--- config.mk ---
export PLATFORM = sky130hd
export DESIGN_NAME = atomic_rmw_unit
export DESIGN_NICKNAME = d
export VERILOG_FILES = /design/src/rtl/atomu_pkg.sv /design/src/rtl/atomu_arbiter.sv /design/src/rtl/atomu_alu.sv /design/src/rtl/atomu_mem.sv /design/src/rtl/atomic_rmw_unit.sv
export SDC_FILE = /design/constraint.sdc
export NUM_CORES = 1
export LEC_CHECK = 0
export BUFFER_PORTS_ARGS = -buffer_cell sky130_fd_sc_hd__buf_2
export CAP_MARGIN = 0
export CORE_ASPECT_RATIO = 0.7
export CORE_MARGIN = 2
export CORE_UTILIZATION = 50
export CTS_CLUSTER_DIAMETER = 100
export DETAILED_ROUTE_END_ITERATION = 12
export GPL_TIMING_DRIVEN = 0
export PLACE_DENSITY = 0.71
export SLEW_MARGIN = 0
export SYNTH_ARGS = -nofsm -noshare
export SYNTH_HDL_FRONTEND = slang
export SYNTH_HIERARCHICAL = 1
export SYNTH_SLANG_ARGS = --single-unit
--- constraint.sdc ---
create_clock -name clk -period 3.8 [get_ports clk]
set_clock_uncertainty 0.15 [all_clocks]
set_input_delay 0.57 -clock clk [delete_from_list [all_inputs] [get_ports clk]]
set_output_delay 0.57 -clock clk [all_outputs]
set_load 0.01 [all_outputs]
--- src/rtl/atomu_pkg.sv ---
package atomu_pkg;
  typedef enum logic [2:0] {
    OP_LOAD  = 3'd0,
    OP_STORE = 3'd1,
    OP_SWAP  = 3'd2,
    OP_TAS   = 3'd3,
    OP_FINC  = 3'd4
  } op_e;
endpackage

--- src/rtl/atomu_arbiter.sv ---
module atomu_arbiter (
  input  logic clk,
  input  logic rst,
  input  logic free,
  input  logic req0,
  input  logic req1,
  output logic gnt0,
  output logic gnt1
);
  always_comb begin
    gnt0 = free && req0;
    gnt1 = free && req1 && !req0;
  end

  p_one_grant_r6: assert property (@(posedge clk) disable iff (rst)
    !(gnt0 && gnt1));
  p_port0_first_r6: assert property (@(posedge clk) disable iff (rst)
    (free && req0 && req1) |-> (gnt0 && !gnt1));
endmodule

--- src/rtl/atomu_alu.sv ---
module atomu_alu #(
  parameter int DATA_W = 8
) (
  input  atomu_pkg::op_e     op,
  input  logic [DATA_W-1:0]  old_val,
  input  logic [DATA_W-1:0]  wdata,
  output logic [DATA_W-1:0]  new_val,
  output logic               wr_en
);
  import atomu_pkg::*;
  always_comb begin
    new_val = old_val;
    wr_en   = 1'b0;
    case (op)
      OP_STORE, OP_SWAP: begin
        new_val = wdata;
        wr_en   = 1'b1;
      end
      OP_TAS: begin
        new_val = DATA_W'(1);
        wr_en   = (old_val == '0);
      end
      OP_FINC: begin
        new_val = old_val + DATA_W'(1);
        wr_en   = 1'b1;
      end
      default: begin
        new_val = old_val;
        wr_en   = 1'b0;
      end
    endcase
  end
endmodule

--- src/rtl/atomu_mem.sv ---
module atomu_mem #(
  parameter int DATA_W = 8,
  parameter int DEPTH  = 16,
  localparam int ADDR_W = $clog2(DEPTH)
) (
  input  logic              clk,
  input  logic              rst,
  input  logic              rd_en,
  input  logic [ADDR_W-1:0] rd_addr,
  input  logic              wr_en,
  input  logic [ADDR_W-1:0] wr_addr,
  input  logic [DATA_W-1:0] wr_data,
  output logic [DATA_W-1:0] rd_data
);
  logic [DATA_W-1:0] ram [DEPTH];
  logic [DEPTH-1:0]  written_q;
  logic [DATA_W-1:0] rd_q;
  logic              rd_written_q;

  // data array: no reset, so it maps onto block RAM
  always_ff @(posedge clk) begin
    if (wr_en) ram[wr_addr] <= wr_data;
    if (rd_en) rd_q <= ram[rd_addr];
  end

  // per-word flags make every word read as zero after reset
  always_ff @(posedge clk) begin
    if (rst) begin
      written_q    <= '0;
      rd_written_q <= 1'b0;
    end else begin
      if (wr_en) written_q[wr_addr] <= 1'b1;
      if (rd_en) rd_written_q <= written_q[rd_addr];
    end
  end

  assign rd_data = rd_written_q ? rd_q : '0;
endmodule

--- src/rtl/atomic_rmw_unit.sv ---
module atomic_rmw_unit #(
  parameter int DATA_W = 8,
  parameter int DEPTH  = 16,
  localparam int ADDR_W = $clog2(DEPTH)
) (
  input  logic              clk,
  input  logic              rst,
  input  logic              p0_req,
  input  logic [2:0]        p0_op,
  input  logic [ADDR_W-1:0] p0_addr,
  input  logic [DATA_W-1:0] p0_wdata,
  output logic              p0_gnt,
  output logic              p0_rvalid,
  output logic [DATA_W-1:0] p0_rdata,
  input  logic              p1_req,
  input  logic [2:0]        p1_op,
  input  logic [ADDR_W-1:0] p1_addr,
  input  logic [DATA_W-1:0] p1_wdata,
  output logic              p1_gnt,
  output logic              p1_rvalid,
  output logic [DATA_W-1:0] p1_rdata
);
  import atomu_pkg::*;

  logic              busy_q;
  op_e               op_q;
  logic [ADDR_W-1:0] addr_q;
  logic [DATA_W-1:0] wdata_q;
  logic              rsp0_q, rsp1_q;
  logic              accept;
  logic [ADDR_W-1:0] sel_addr;
  logic [DATA_W-1:0] old_val, new_val;
  logic              alu_we, mem_we;

  atomu_arbiter u_arb (
    .clk(clk), .rst(rst), .free(!busy_q),
    .req0(p0_req), .req1(p1_req), .gnt0(p0_gnt), .gnt1(p1_gnt)
  );

  assign accept   = p0_gnt || p1_gnt;
  assign sel_addr = p0_gnt ? p0_addr : p1_addr;

  // read cycle: latch the winning request
  always_ff @(posedge clk) begin
    if (rst) begin
      busy_q  <= 1'b0;
      rsp0_q  <= 1'b0;
      rsp1_q  <= 1'b0;
      op_q    <= OP_LOAD;
      addr_q  <= '0;
      wdata_q <= '0;
    end else begin
      busy_q <= accept;
      rsp0_q <= p0_gnt;
      rsp1_q <= p1_gnt;
      if (accept) begin
        op_q    <= p0_gnt ? op_e'(p0_op) : op_e'(p1_op);
        addr_q  <= sel_addr;
        wdata_q <= p0_gnt ? p0_wdata : p1_wdata;
      end
    end
  end

  atomu_mem #(.DATA_W(DATA_W), .DEPTH(DEPTH)) u_mem (
    .clk(clk), .rst(rst),
    .rd_en(accept), .rd_addr(sel_addr),
    .wr_en(mem_we), .wr_addr(addr_q), .wr_data(new_val),
    .rd_data(old_val)
  );

  atomu_alu #(.DATA_W(DATA_W)) u_alu (
    .op(op_q), .old_val(old_val), .wdata(wdata_q),
    .new_val(new_val), .wr_en(alu_we)
  );

  // write-back cycle
  assign mem_we    = busy_q && alu_we;
  assign p0_rvalid = rsp0_q;
  assign p1_rvalid = rsp1_q;
  assign p0_rdata  = old_val;
  assign p1_rdata  = old_val;

  p_rsp0_next_r7: assert property (@(posedge clk) disable iff (rst)
    p0_gnt |=> (p0_rvalid && !p1_rvalid));
  p_rsp1_next_r7: assert property (@(posedge clk) disable iff (rst)
    p1_gnt |=> (p1_rvalid && !p0_rvalid));
  p_no_grant_in_wb_r9: assert property (@(posedge clk) disable iff (rst)
    (p0_rvalid || p1_rvalid) |-> !(p0_gnt || p1_gnt));
  p_finc_wrap_r4: assert property (@(posedge clk) disable iff (rst)
    (busy_q && op_q == OP_FINC) |-> (mem_we && new_val == old_val + DATA_W'(1)));
  p_tas_hold_r5: assert property (@(posedge clk) disable iff (rst)
    (busy_q && op_q == OP_TAS && old_val != '0) |-> !mem_we);
  p_quiet_after_reset_r8: assert property (@(posedge clk) disable iff (rst)
    $past(rst) |-> (!p0_rvalid && !p1_rvalid));
endmodule

==> impl_metrics.json, run 1 <==
{
  "cp_slowest_cell": "sky130_fd_sc_hd__nor3_1",
  "hold_path_class": "input pin to flip-flop",
  "p_switching_mw": 1.04,
  "setup-tns-final_ns": 0,
  "synth_flop_cell": "sky130_fd_sc_hd__edfxtp_1",
  "final.period_utilization_pct": 92.4,
  "design.final.nets": 567,
  "status": "finished, final reports clean",
  "drc_marker_count_from_the_first_detailed_route_iteration": 338,
  "hold_viol_final": 0,
  "static-leakage-power_nw": 3.05,
  "drcViolationCount": 0,
  "total_power_mw": 4.26,
  "post_cts_resized": 0,
  "worstSetupStartpointType": "flip-flop",
  "post-route-min-period_ns": 3.51,
  "clk_path_buf_depth": 2,
  "synth_largest_type_area_fraction_pct": 54.9,
  "clkTransAtPathRegs_ns": 0.07,
  "synthDistinctLibCells": 51,
  "sw_frac_of_total_pct": 24.5,
  "sequential_cell_area_um2": 4780,
  "overall_die_height_um": 106,
  "synth_area_leaders": "sky130_fd_sc_hd__edfxtp_1 55%, sky130_fd_sc_hd__mux4_1 9.5%, sky130_fd_sc_hd__dfxtp_1 9.4%, sky130_fd_sc_hd__mux4_2 4.5%, sky130_fd_sc_hd__mux2i_1 3.2%",
  "wire_length_of_the_first_global_routing_pass_um": 24000,
  "insertedDiodeCount": 0,
  "reg2reg_depth": 9,
  "floorplan.initialDensity_pct": 50.8,
  "vias_per_cell": 5.87,
  "chipWidth_um": 150,
  "hold_path_depth": 2,
  "cts_setup_buffers": 0,
  "timing.critical_path.max_delay_family": "simple AND/OR/NAND/NOR gates",
  "portion_of_total_power_attributed_to_sequential_cells_pct": 50.0,
  "grt_remaining_overflow": 0,
  "worstHoldEndpoint": "busy_q",
  "drv_cap": 0,
  "grt_max_degree": 18,
  "areaGrowthSynthToFinish_pct": 15.1,
  "routed_wire_length_per_instance_um": 21.4,
  "tritoncts.num_buffers": 17,
  "power_density_over_the_cells_nw_per_um2": 498,
  "postLayoutCellArea_um2": 8560,
  "synth_enable_flop_cells": 136,
  "cts.htree.levels": 4,
  "critPathMaxFanout": 9,
  "cp_slowest_stage_delay_ns": 1.02,
  "regToRegSetupSlack_ns": 0.29,
  "worstPathBufferInverterCount": 1,
  "dr_total_vias": 4337,
  "cell_chain_of_the_critical_path": "and2_1 -> inv_1 -> ha_1 -> nor4b_1 -> nand2_1 -> a31oi_1 -> and2_1 -> nand3b_1 -> nor3_1",
  "cts_hold_buf": 0,
  "critical_path_required_ns": 3.68,
  "synth.cells.most_frequent": "136 x sky130_fd_sc_hd__edfxtp_1, 56 x sky130_fd_sc_hd__nor2_1, 35 x sky130_fd_sc_hd__dfxtp_1",
  "drt_wl_total_um": 15800,
  "fmax_mhz": 285,
  "timing.setup.critical_path_class": "flip-flop to flip-flop",
  "cts_sinks": 171,
  "clk_latency_ns": 0.43,
  "asyncSetResetFlopFracSynth_pct": 0,
  "multi_input_comb_area_um2": 2410,
  "synth_sequential_area_ratio_pct": 64.4,
  "track_usage_pct": 21.0,
  "detailedPlacementHpwl_um": 10900,
  "fillers": 1131,
  "drt_pass1_iterations": 5,
  "maxSlewViolCount": 0,
  "synth.cell_area_um2": 7430,
  "tritoncts_clock_tree": "built",
  "combinational_fraction_of_design_power_pct": 10.5,
  "synth_nets": 495,
  "ys_warn_count": 6,
  "detail_route_antenna_nets": 0,
  "post-synth-top-count-cell": "sky130_fd_sc_hd__edfxtp_1",
  "max_slew_margin_pct": 9.19,
  "ys_ff_latch": 171,
  "synth.avg_cell_area_um2": 16.2,
  "postPlaceCellArea_um2": 7960,
  "largest_area_contributor_in_the_netlist": "sky130_fd_sc_hd__edfxtp_1",
  "critical_path.most_common_cell": "sky130_fd_sc_hd__and2_1",
  "final_layout_size_suffix_gt1_share_pct": 26.3,
  "setup.worst_path.end_class": "flip-flop",
  "critical_path.reg2reg.endpoint": "u_mem/ram[4][6]",
  "cp_data_arrival_time_ns": 3.39,
  "floorplan_row_count": 37,
  "number_of_antenna_violations_at_the_first_check_in_global_routing": 0,
  "grt_pass1_vias": 4191,
  "ctsRootBufferMaster": "sky130_fd_sc_hd__clkbuf_16",
  "core_area_um2": 14600,
  "synthCells": 459,
  "grt_setup_unrepaired": "no",
  "cellInternalPower_mw": 3.21,
  "boundaryPins": 54,
  "floorplan.die_area_um2": 15900,
  "setup_viol_count_final": 0,
  "max_slew.worst_pin.slew_ns": 1.36,
  "numPortBuffers": 52,
  "min-delay-start": "rst",
  "p_clk_share_pct": 39.5,
  "irDropWorstVdd_v": 0.000354,
  "r2r-start": "u_mem/rd_written_q",
  "gpl.final_weighted_congestion": 0.925
}
==> routing by layer <==
layer | up-vias | wire length, um | track usage [%]
met3 | 27 | 1430 | 5.41
met5 | - | 0 | 0
met2 | 178 | 6810 | 29.2
li1 | 1958 | - | -
met4 | 0 | 276 | 7.88
met1 | 2174 | 7330 | 32.0
==> per-stage QoR <==
step	instances	util [%]	setup slack, ns	hold WS, ns
3_3_place_gp	706	54.3	-0.191	0.299
2_1_floorplan	459	-	0.731	0.285
5_1_grt	739	58.5	0.00477	0.277
4_1_cts	739	58.4	0.0941	0.266
3_5_place_dp	707	54.4	0.145	0.309
6_report	739	58.5	0.287	0.281
==> state kept, by name, summed over array words and instances, names as in the netlist, 3 cells and up <==
| name | cells |
|---|---|
| u_mem/rd_q | 8 |
| u_mem/ram | 128 |
| addr_q | 4 |
| op_q | 3 |
| wdata_q | 8 |
| u_mem/written_q | 16 |
==> power by group through the flow <==
stage               Combinational [mW]  Clock (mW)  Sequential (mW)
floorplan                        0.307           0             2.15
global placement                 0.428           0             2.16
detailed placement               0.442           0             2.17
CTS                              0.445        1.71             2.13
global route                     0.484        1.79             2.13
finish                           0.448        1.68             2.13
==> worst reg2reg max path, stage by stage, from the launching register on <==
cell                       delay (ns)
sky130_fd_sc_hd__dfxtp_1         0.43
sky130_fd_sc_hd__and2_1          0.32
sky130_fd_sc_hd__inv_1           0.10
sky130_fd_sc_hd__ha_1            0.15
sky130_fd_sc_hd__nor4b_1         0.23
sky130_fd_sc_hd__nand2_1         0.08
sky130_fd_sc_hd__a31oi_1         0.23
sky130_fd_sc_hd__and2_1          0.24
sky130_fd_sc_hd__nand3b_1        0.16
sky130_fd_sc_hd__nor3_1          1.02
==> worst max path at each step <==
stage	startpoint	endpoint	slack (ns)	depth (start not counted)
final	u_mem/rd_written_q	u_mem/ram[4][6]	0.29	9
after global routing	u_mem/rd_written_q	u_mem/ram[4][7]	0.005	9
after CTS	u_mem/rd_written_q	u_mem/ram[1][0]	0.09	9
after detailed placement	p0_req	u_mem/rd_q[6]	0.14	8
after global placement	u_mem/rd_written_q	u_mem/ram[0][6]	-0.19	9
after floorplan	u_mem/rd_q[0]	u_mem/ram[0][0]	0.73	9
==> layout make-up <==
class | instances | share of cell area, %
Sequential cell | 171 | 55.9
Multi-Input combinational cell | 248 | 28.1
Clock buffer | 19 | 5.43
Timing Repair Buffer | 53 | 3.13
Buffer | 36 | 2.97
Tap cell | 195 | 2.85
Clock inverter | 13 | 1.39
Inverter | 4 | 0.175
==> layout by cell type (no fill, tap or decap), drive strengths merged, types with 15 or more instances in the layout <==
master,count
buf,80
dfxtp,35
nor2,56
mux2i,24
nor2b,18
a211oi,15
edfxtp,136
mux4,42
clkbuf,28
==> cells by family after synthesis <==
family,share of synthesized area [%]
AND/OR/NAND/NOR,8.59
adder cells (fa/ha/maj),0.337
flip-flops,64.4
AO/OA/AOI/OAI,4.76
buffers and inverters,3.62
XOR/XNOR,0.236
multiplexers,18.1
Power figures use the tool's default switching activity.
==> inputs of run 2 (changes only) <==
--- a/config.mk
+++ b/config.mk
@@ -5,15 +5,17 @@
 export SDC_FILE = /design/constraint.sdc
 export NUM_CORES = 1
 export LEC_CHECK = 0
+export ABC_AREA = 1
 export BUFFER_PORTS_ARGS = -buffer_cell sky130_fd_sc_hd__buf_2
 export CAP_MARGIN = 0
 export CORE_ASPECT_RATIO = 0.7
 export CORE_MARGIN = 2
-export CORE_UTILIZATION = 50
+export CORE_UTILIZATION = 35
 export CTS_CLUSTER_DIAMETER = 100
 export DETAILED_ROUTE_END_ITERATION = 12
 export GPL_TIMING_DRIVEN = 0
-export PLACE_DENSITY = 0.71
+export MAX_ROUTING_LAYER = met4
+export PLACE_DENSITY = 0.54
 export SLEW_MARGIN = 0
 export SYNTH_ARGS = -nofsm -noshare
 export SYNTH_HDL_FRONTEND = slang
==> impl_metrics.json, run 2 <==
{
  "status": "finished, final reports clean",
  "dr_total_vias": 5494,
  "largest_register_ff_count": 128,
  "largest_area_contributor_in_the_netlist": "sky130_fd_sc_hd__edfxtp_1",
  "cp_slowest_cell": "sky130_fd_sc_hd__nor2_1",
  "post-route-min-period_ns": 3.44,
  "fmax_mhz": 291,
  "commonest_non_fill_non_tap_cells_in_the_layout": "161 x sky130_fd_sc_hd__nor2_1, 136 x sky130_fd_sc_hd__edfxtp_1, 115 x sky130_fd_sc_hd__nand2_1",
  "timing.critical_path.max_delay_family": "simple AND/OR/NAND/NOR gates",
  "detailedPlacementHpwl_um": 13700,
  "portion_of_total_power_attributed_to_sequential_cells_pct": 48.3,
  "grt_max_degree": 18,
  "maxSlewViolCount": 0,
  "tritoncts.num_buffers": 17,
  "asyncSetResetFlopFracSynth_pct": 0,
  "hold_path_class": "input pin to flip-flop",
  "post-synth-top-count-cell": "sky130_fd_sc_hd__nor2_1",
  "boundaryPins": 54,
  "dominant_combinational_cell_family_by_area_after_synthesis": "simple AND/OR/NAND/NOR gates",
  "detail_route_antenna_nets": 0,
  "grt_pass1_vias": 4870,
  "design.final.nets": 838,
  "synthCells": 730,
  "track_usage_pct": 19.2,
  "synth_compound_area_share_pct": 8.47,
  "routed_wire_length_per_instance_um": 18.5,
  "grt_remaining_overflow": 0,
  "cts.htree.levels": 4,
  "synth_sequential_area_ratio_pct": 63.9,
  "synth_enable_flop_cells": 136,
  "vias_per_cell": 5.03,
  "p_switching_mw": 1.20,
  "number_of_antenna_violations_at_the_first_check_in_global_routing": 1,
  "cellInternalPower_mw": 3.17,
  "synth.cell_area_um2": 7490,
  "critical_path.most_common_cell": "sky130_fd_sc_hd__inv_1",
  "synth_nets": 766,
  "synth_fa_ha_area_share_pct": 0.334,
  "grt_setup_unrepaired": "no",
  "critPathMaxFanout": 9,
  "final.period_utilization_pct": 90.5,
  "drt_wl_total_um": 20200,
  "register_ranked_first_by_flip_flop_count": "u_mem/ram",
  "clkTransAtPathRegs_ns": 0.07,
  "cell_chain_of_the_critical_path": "clkbuf_1 -> nand2_1 -> inv_1 -> inv_1 -> ha_1 -> nand3_1 -> o31ai_1 -> nand2_1 -> inv_1 -> inv_1 -> nor3_1 -> inv_1 -> nor2_1",
  "synth_flop_cell": "sky130_fd_sc_hd__edfxtp_1",
  "synthDistinctLibCells": 33,
  "drcViolationCount": 0,
  "drc_marker_count_from_the_first_detailed_route_iteration": 624,
  "clk_latency_ns": 0.43,
  "layoutNonFillerInstCount": 1092,
  "worstPathBufferInverterCount": 6,
  "synth.mux.area_fraction_pct": 0,
  "tritoncts_clock_tree": "built",
  "synth.cells.most_frequent": "161 x sky130_fd_sc_hd__nor2_1, 136 x sky130_fd_sc_hd__edfxtp_1, 115 x sky130_fd_sc_hd__nand2_1",
  "post_cts_resized": 0,
  "drv_cap": 0,
  "drt_pass1_iterations": 5,
  "chipWidth_um": 179,
  "cp_data_arrival_time_ns": 3.33,
  "largestRegisters": "u_mem/ram x128, u_mem/written_q x16",
  "synth_largest_type_area_fraction_pct": 54.5,
  "static-leakage-power_nw": 3.39,
  "cts_sinks": 171,
  "post_place_cells": 1059,
  "setup_viol_count_final": 0,
  "critical_path_required_ns": 3.69,
  "p_clk_share_pct": 38.5,
  "cts_setup_buffers": 0,
  "max_slew_margin_pct": 14.7,
  "cts_hold_buf": 0,
  "sw_frac_of_total_pct": 27.4,
  "ctsRootBufferMaster": "sky130_fd_sc_hd__clkbuf_16",
  "floorplan.die_area_um2": 22600,
  "synth_simple_gate_area_share_pct": 20.6,
  "gpl.final_weighted_congestion": 0.862,
  "setup-tns-final_ns": 0,
  "ys_ff_latch": 171,
  "max_slew.worst_pin.slew_ns": 1.27,
  "post_synthesis_share_of_cell_area_spent_on_xor_and_xnor_gates_pct": 0,
  "timing.setup.critical_path_class": "flip-flop to flip-flop",
  "synth.avg_cell_area_um2": 10.3,
  "floorplan.initialDensity_pct": 35.9,
  "wire_length_of_the_first_global_routing_pass_um": 30200,
  "hold_viol_final": 0,
  "synth_area_leaders": "sky130_fd_sc_hd__edfxtp_1 55%, sky130_fd_sc_hd__dfxtp_1 9.4%, sky130_fd_sc_hd__nor2_1 8.1%, sky130_fd_sc_hd__nand2_1 5.8%, sky130_fd_sc_hd__nand3_1 4.1%",
  "ys_warn_count": 6,
  "floorplan_row_count": 44,
  "setup.worst_path.end_class": "flip-flop",
  "numPortBuffers": 53,
  "areaGrowthSynthToFinish_pct": 15.9,
  "power_density_over_the_cells_nw_per_um2": 503,
  "worstSetupStartpointType": "flip-flop",
  "final_layout_size_suffix_gt1_share_pct": 18.4,
  "combinational_fraction_of_design_power_pct": 13.2,
  "cp_slowest_stage_delay_ns": 0.87,
  "layout_commonest_cell": "sky130_fd_sc_hd__nor2_1",
  "irDropWorstVdd_v": 0.000268,
  "overall_die_height_um": 126,
  "clk_path_buf_depth": 2,
  "core_area_um2": 20900
}
run 2: cell types whose count changed in the layout (fill, tap and decap cells not counted), sizes merged, moves of 10 or more:
cell,change
a211oi,-15
and2,-10
buf,+11
inv,+39
mux2i,-24
mux4,-42
nand2,+109
nand3,+65
nor2,+110
nor2b,-18
o211ai,+24
o21ai,+68
run 2: worst paths after layout:
kind / from / to / slack, ns / cells past startpoint
worst max-delay path: u_mem/rd_written_q / u_mem/ram[15][4] / 0.36 / 13
worst min-delay path: rst / p1_rvalid / 0.20 / 2
worst max register to register: u_mem/rd_written_q / u_mem/ram[15][4] / 0.36 / 13
worst min register to register: u_mem/written_q[6] / u_mem/written_q[6] / 0.32 / 2
run 2: stage by stage:
| step | util (%) | setup slack, ns | hold WS [ns] | instance area [um^2] | total power, mW |
|---|---|---|---|---|---|
| floorplan | - | 1.28 | 0.290 | 7490 | 2.51 |
| global placement | 38.8 | 0.356 | 0.300 | 8100 | 2.72 |
| detailed placement | 38.8 | 0.360 | 0.309 | 8100 | 2.72 |
| CTS | 41.6 | 0.337 | 0.192 | 8680 | 4.40 |
| global route | 41.6 | 0.0769 | 0.202 | 8680 | 4.54 |
| finish | 41.6 | 0.360 | 0.204 | 8680 | 4.37 |
run 2: area by class of cell:
type	instances	area [um^2]
fillers	2036	12200
flip-flops and latches	171	4780
multi-input cells	468	2200
clock buffers	18	450
well taps	276	345
plain buffers	43	318
repair buffers	53	265
inverters	48	188
clock inverters	14	129
diodes	1	2.50
run 2: cell families after synthesis:
group                    Yosys count
flip-flops                       171
AO/OA/AOI/OAI                    107
buffers and inverters             91
AND/OR/NAND/NOR                  359
adder cells (fa/ha/maj)            2
run 2: worst reg2reg max path, cell delays in order, from the launching register on:
cell and delay [ns]:
sky130_fd_sc_hd__dfxtp_1 0.30, sky130_fd_sc_hd__clkbuf_1 0.22, sky130_fd_sc_hd__nand2_1 0.12, sky130_fd_sc_hd__inv_1 0.13
sky130_fd_sc_hd__inv_1 0.11, sky130_fd_sc_hd__ha_1 0.17, sky130_fd_sc_hd__nand3_1 0.08, sky130_fd_sc_hd__o31ai_1 0.36
sky130_fd_sc_hd__nand2_1 0.10, sky130_fd_sc_hd__inv_1 0.10, sky130_fd_sc_hd__inv_1 0.06, sky130_fd_sc_hd__nor3_1 0.18
sky130_fd_sc_hd__inv_1 0.10, sky130_fd_sc_hd__nor2_1 0.87
run 2: routing by layer:
layer  routed length [um]  vias to the layer above  GRT usage (%)
met5                    0                        -              -
met4                  190                        0           4.40
met3                 1640                       11           3.96
met2                 8280                      201           25.7
met1                10100                     2646           29.5
li1                     -                     2636              -
run 2: power groups by stage:
stage                     Combinational [mW]  Sequential (mW)  Clock, mW
after floorplan                        0.362             2.15          0
after global placement                 0.570             2.15          0
after detailed placement               0.571             2.15          0
after CTS                              0.573             2.11       1.72
after global routing                   0.639             2.11       1.79
final                                  0.576             2.11       1.68
==> inputs of run 3 (changes only) <==
--- a/config.mk
+++ b/config.mk
@@ -5,9 +5,10 @@
 export SDC_FILE = /design/constraint.sdc
 export NUM_CORES = 1
 export LEC_CHECK = 0
-export ABC_AREA = 1
 export BUFFER_PORTS_ARGS = -buffer_cell sky130_fd_sc_hd__buf_2
 export CAP_MARGIN = 0
+export CELL_PAD_IN_SITES_DETAIL_PLACEMENT = 0
+export CELL_PAD_IN_SITES_GLOBAL_PLACEMENT = 1
 export CORE_ASPECT_RATIO = 0.7
 export CORE_MARGIN = 2
 export CORE_UTILIZATION = 35
@@ -15,7 +16,7 @@
 export DETAILED_ROUTE_END_ITERATION = 12
 export GPL_TIMING_DRIVEN = 0
 export MAX_ROUTING_LAYER = met4
-export PLACE_DENSITY = 0.54
+export PLACE_DENSITY = 0.61
 export SLEW_MARGIN = 0
 export SYNTH_ARGS = -nofsm -noshare
 export SYNTH_HDL_FRONTEND = slang
==> impl_metrics.json, run 3 (synthesized netlist as in run 1, its figures left out) <==
{
  "status": "finished, final reports clean",
  "postLayoutCellArea_um2": 8720,
  "worstSetupStartpointType": "flip-flop",
  "post-route-min-period_ns": 3.59,
  "routed_wire_length_per_instance_um": 21.3,
  "worstPathBufferInverterCount": 1,
  "drc_marker_count_from_the_first_detailed_route_iteration": 279,
  "drt_wl_total_um": 17600,
  "p_clk_share_pct": 39.6,
  "critical_path.most_common_cell": "sky130_fd_sc_hd__and2_1",
  "critical_path_required_ns": 3.70,
  "wire_length_of_the_first_global_routing_pass_um": 26500,
  "register_ranked_first_by_flip_flop_count": "u_mem/ram",
  "power_density_over_the_cells_nw_per_um2": 493,
  "grt_max_degree": 18,
  "hold_viol_final": 0,
  "chipWidth_um": 178,
  "vias_per_cell": 5.22,
  "cp_slowest_stage_delay_ns": 0.62,
  "cts_hold_buf": 0,
  "timing.critical_path.max_delay_family": "simple AND/OR/NAND/NOR gates",
  "grt_pass1_vias": 4261,
  "ctsRootBufferMaster": "sky130_fd_sc_hd__clkbuf_16",
  "grt_setup_unrepaired": "no",
  "clk_path_buf_depth": 2,
  "insertedDiodeCount": 0,
  "p_switching_mw": 1.07,
  "timing.setup.critical_path_class": "flip-flop to flip-flop",
  "detailedPlacementHpwl_um": 12300,
  "cts_setup_buffers": 0,
  "tritoncts_clock_tree": "built",
  "clkTransAtPathRegs_ns": 0.07,
  "sw_frac_of_total_pct": 24.8,
  "cts_sinks": 171,
  "drcViolationCount": 0,
  "overall_die_height_um": 126,
  "setup-tns-final_ns": 0,
  "final_setup_slack_of_the_worst_path_ns": 0.212,
  "final_layout_size_suffix_gt1_share_pct": 27.3,
  "largestRegisters": "u_mem/ram x128, u_mem/written_q x16",
  "core_area_um2": 20800,
  "critPathMaxFanout": 9,
  "drt_pass1_iterations": 5,
  "portion_of_total_power_attributed_to_sequential_cells_pct": 49.4,
  "cts.htree.levels": 4,
  "design.final.nets": 572,
  "hold_path_class": "input pin to flip-flop",
  "commonest_non_fill_non_tap_cells_in_the_layout": "136 x sky130_fd_sc_hd__edfxtp_1, 59 x sky130_fd_sc_hd__buf_2, 52 x sky130_fd_sc_hd__nor2_1",
  "setup.worst_path.end_class": "flip-flop",
  "areaGrowthSynthToFinish_pct": 17.3,
  "floorplan_row_count": 44,
  "layout_commonest_cell": "sky130_fd_sc_hd__edfxtp_1",
  "drv_cap": 0,
  "max_slew_margin_pct": 25.3,
  "tritoncts.num_buffers": 17,
  "static-leakage-power_nw": 3.07,
  "setup_viol_count_final": 0,
  "cp_slowest_cell": "sky130_fd_sc_hd__nor2_2",
  "maxSlewViolCount": 0,
  "track_usage_pct": 17.0,
  "clk_latency_ns": 0.43,
  "postPlaceCellArea_um2": 8100,
  "gpl.final_weighted_congestion": 0.806,
  "floorplan.initialDensity_pct": 35.8,
  "numPortBuffers": 52,
  "number_of_antenna_violations_at_the_first_check_in_global_routing": 0,
  "cell_chain_of_the_critical_path": "and2_1 -> inv_1 -> ha_1 -> nor4b_1 -> nand2_1 -> a31oi_1 -> and2_1 -> or3b_2 -> nor2_2",
  "boundaryPins": 54,
  "cp_data_arrival_time_ns": 3.49,
  "detail_route_antenna_nets": 0,
  "utilization_pct": 42.0,
  "floorplan.die_area_um2": 22400,
  "fmax_mhz": 279,
  "dr_total_vias": 4310,
  "final.period_utilization_pct": 94.4,
  "largest_register_ff_count": 128,
  "irDropWorstVdd_v": 0.000365,
  "pre_cts_slack_ns": -0.0148,
  "post_cts_resized": 3,
  "max_slew.worst_pin.slew_ns": 1.12,
  "cellInternalPower_mw": 3.23,
  "combinational_fraction_of_design_power_pct": 11.0,
  "grt_remaining_overflow": 0
}
run 3: tightest hold or removal path, stage by stage:
cell and delay [ns]:
sky130_fd_sc_hd__buf_2 0.10, sky130_fd_sc_hd__nor2b_1 0.10, sky130_fd_sc_hd__a211oi_1 0.06
run 3: layout make-up:
cell class,instances,area [um^2]
fillers,1887,12000
flip-flops and latches,171,4780
multi-input cells,248,2420
clock buffers,19,433
well taps,276,345
repair buffers,58,317
plain buffers,36,254
clock inverters,13,150
inverters,4,15.0
run 3: path summary, 6_finish.rpt:
path | slack [ns] | depth (start not counted) | start | endpoint
setup reg to reg | 0.21 | 9 | u_mem/rd_written_q | u_mem/ram[3][0]
hold reg to reg | 0.32 | 2 | u_mem/written_q[2] | u_mem/written_q[2]
hold / removal | 0.29 | 3 | p0_wdata[3] | wdata_q[3]
setup / recovery | 0.21 | 9 | u_mem/rd_written_q | u_mem/ram[3][0]
run 3: layer usage:
layer | part of all wire (%) | up-vias | global-route usage, % | wire length [um]
met5 | 0 | - | - | 0
met4 | 1.2 | 0 | 5.16 | 215
met3 | 3.7 | 15 | 3.17 | 643
met2 | 44 | 83 | 23.3 | 7660
met1 | 52 | 2244 | 25.6 | 9060
li1 | - | 1968 | - | -
run 3: power by group through the flow:
stage	combinational [mW]	sequential, mW	clock [mW]
3_3_place_gp	0.450	2.16	0
5_1_grt	0.509	2.13	1.82
6_report	0.471	2.12	1.70
4_1_cts	0.467	2.13	1.74
2_1_floorplan	0.307	2.15	0
3_5_place_dp	0.464	2.17	0
run 3: metrics by stage:
step	std cells	total power [mW]	hold WS (ns)
floorplan	459	2.46	0.285
finish	825	4.30	0.295
global route	825	4.46	0.292
detailed placement	791	2.63	0.307
CTS	823	4.34	0.280
global placement	787	2.61	0.299
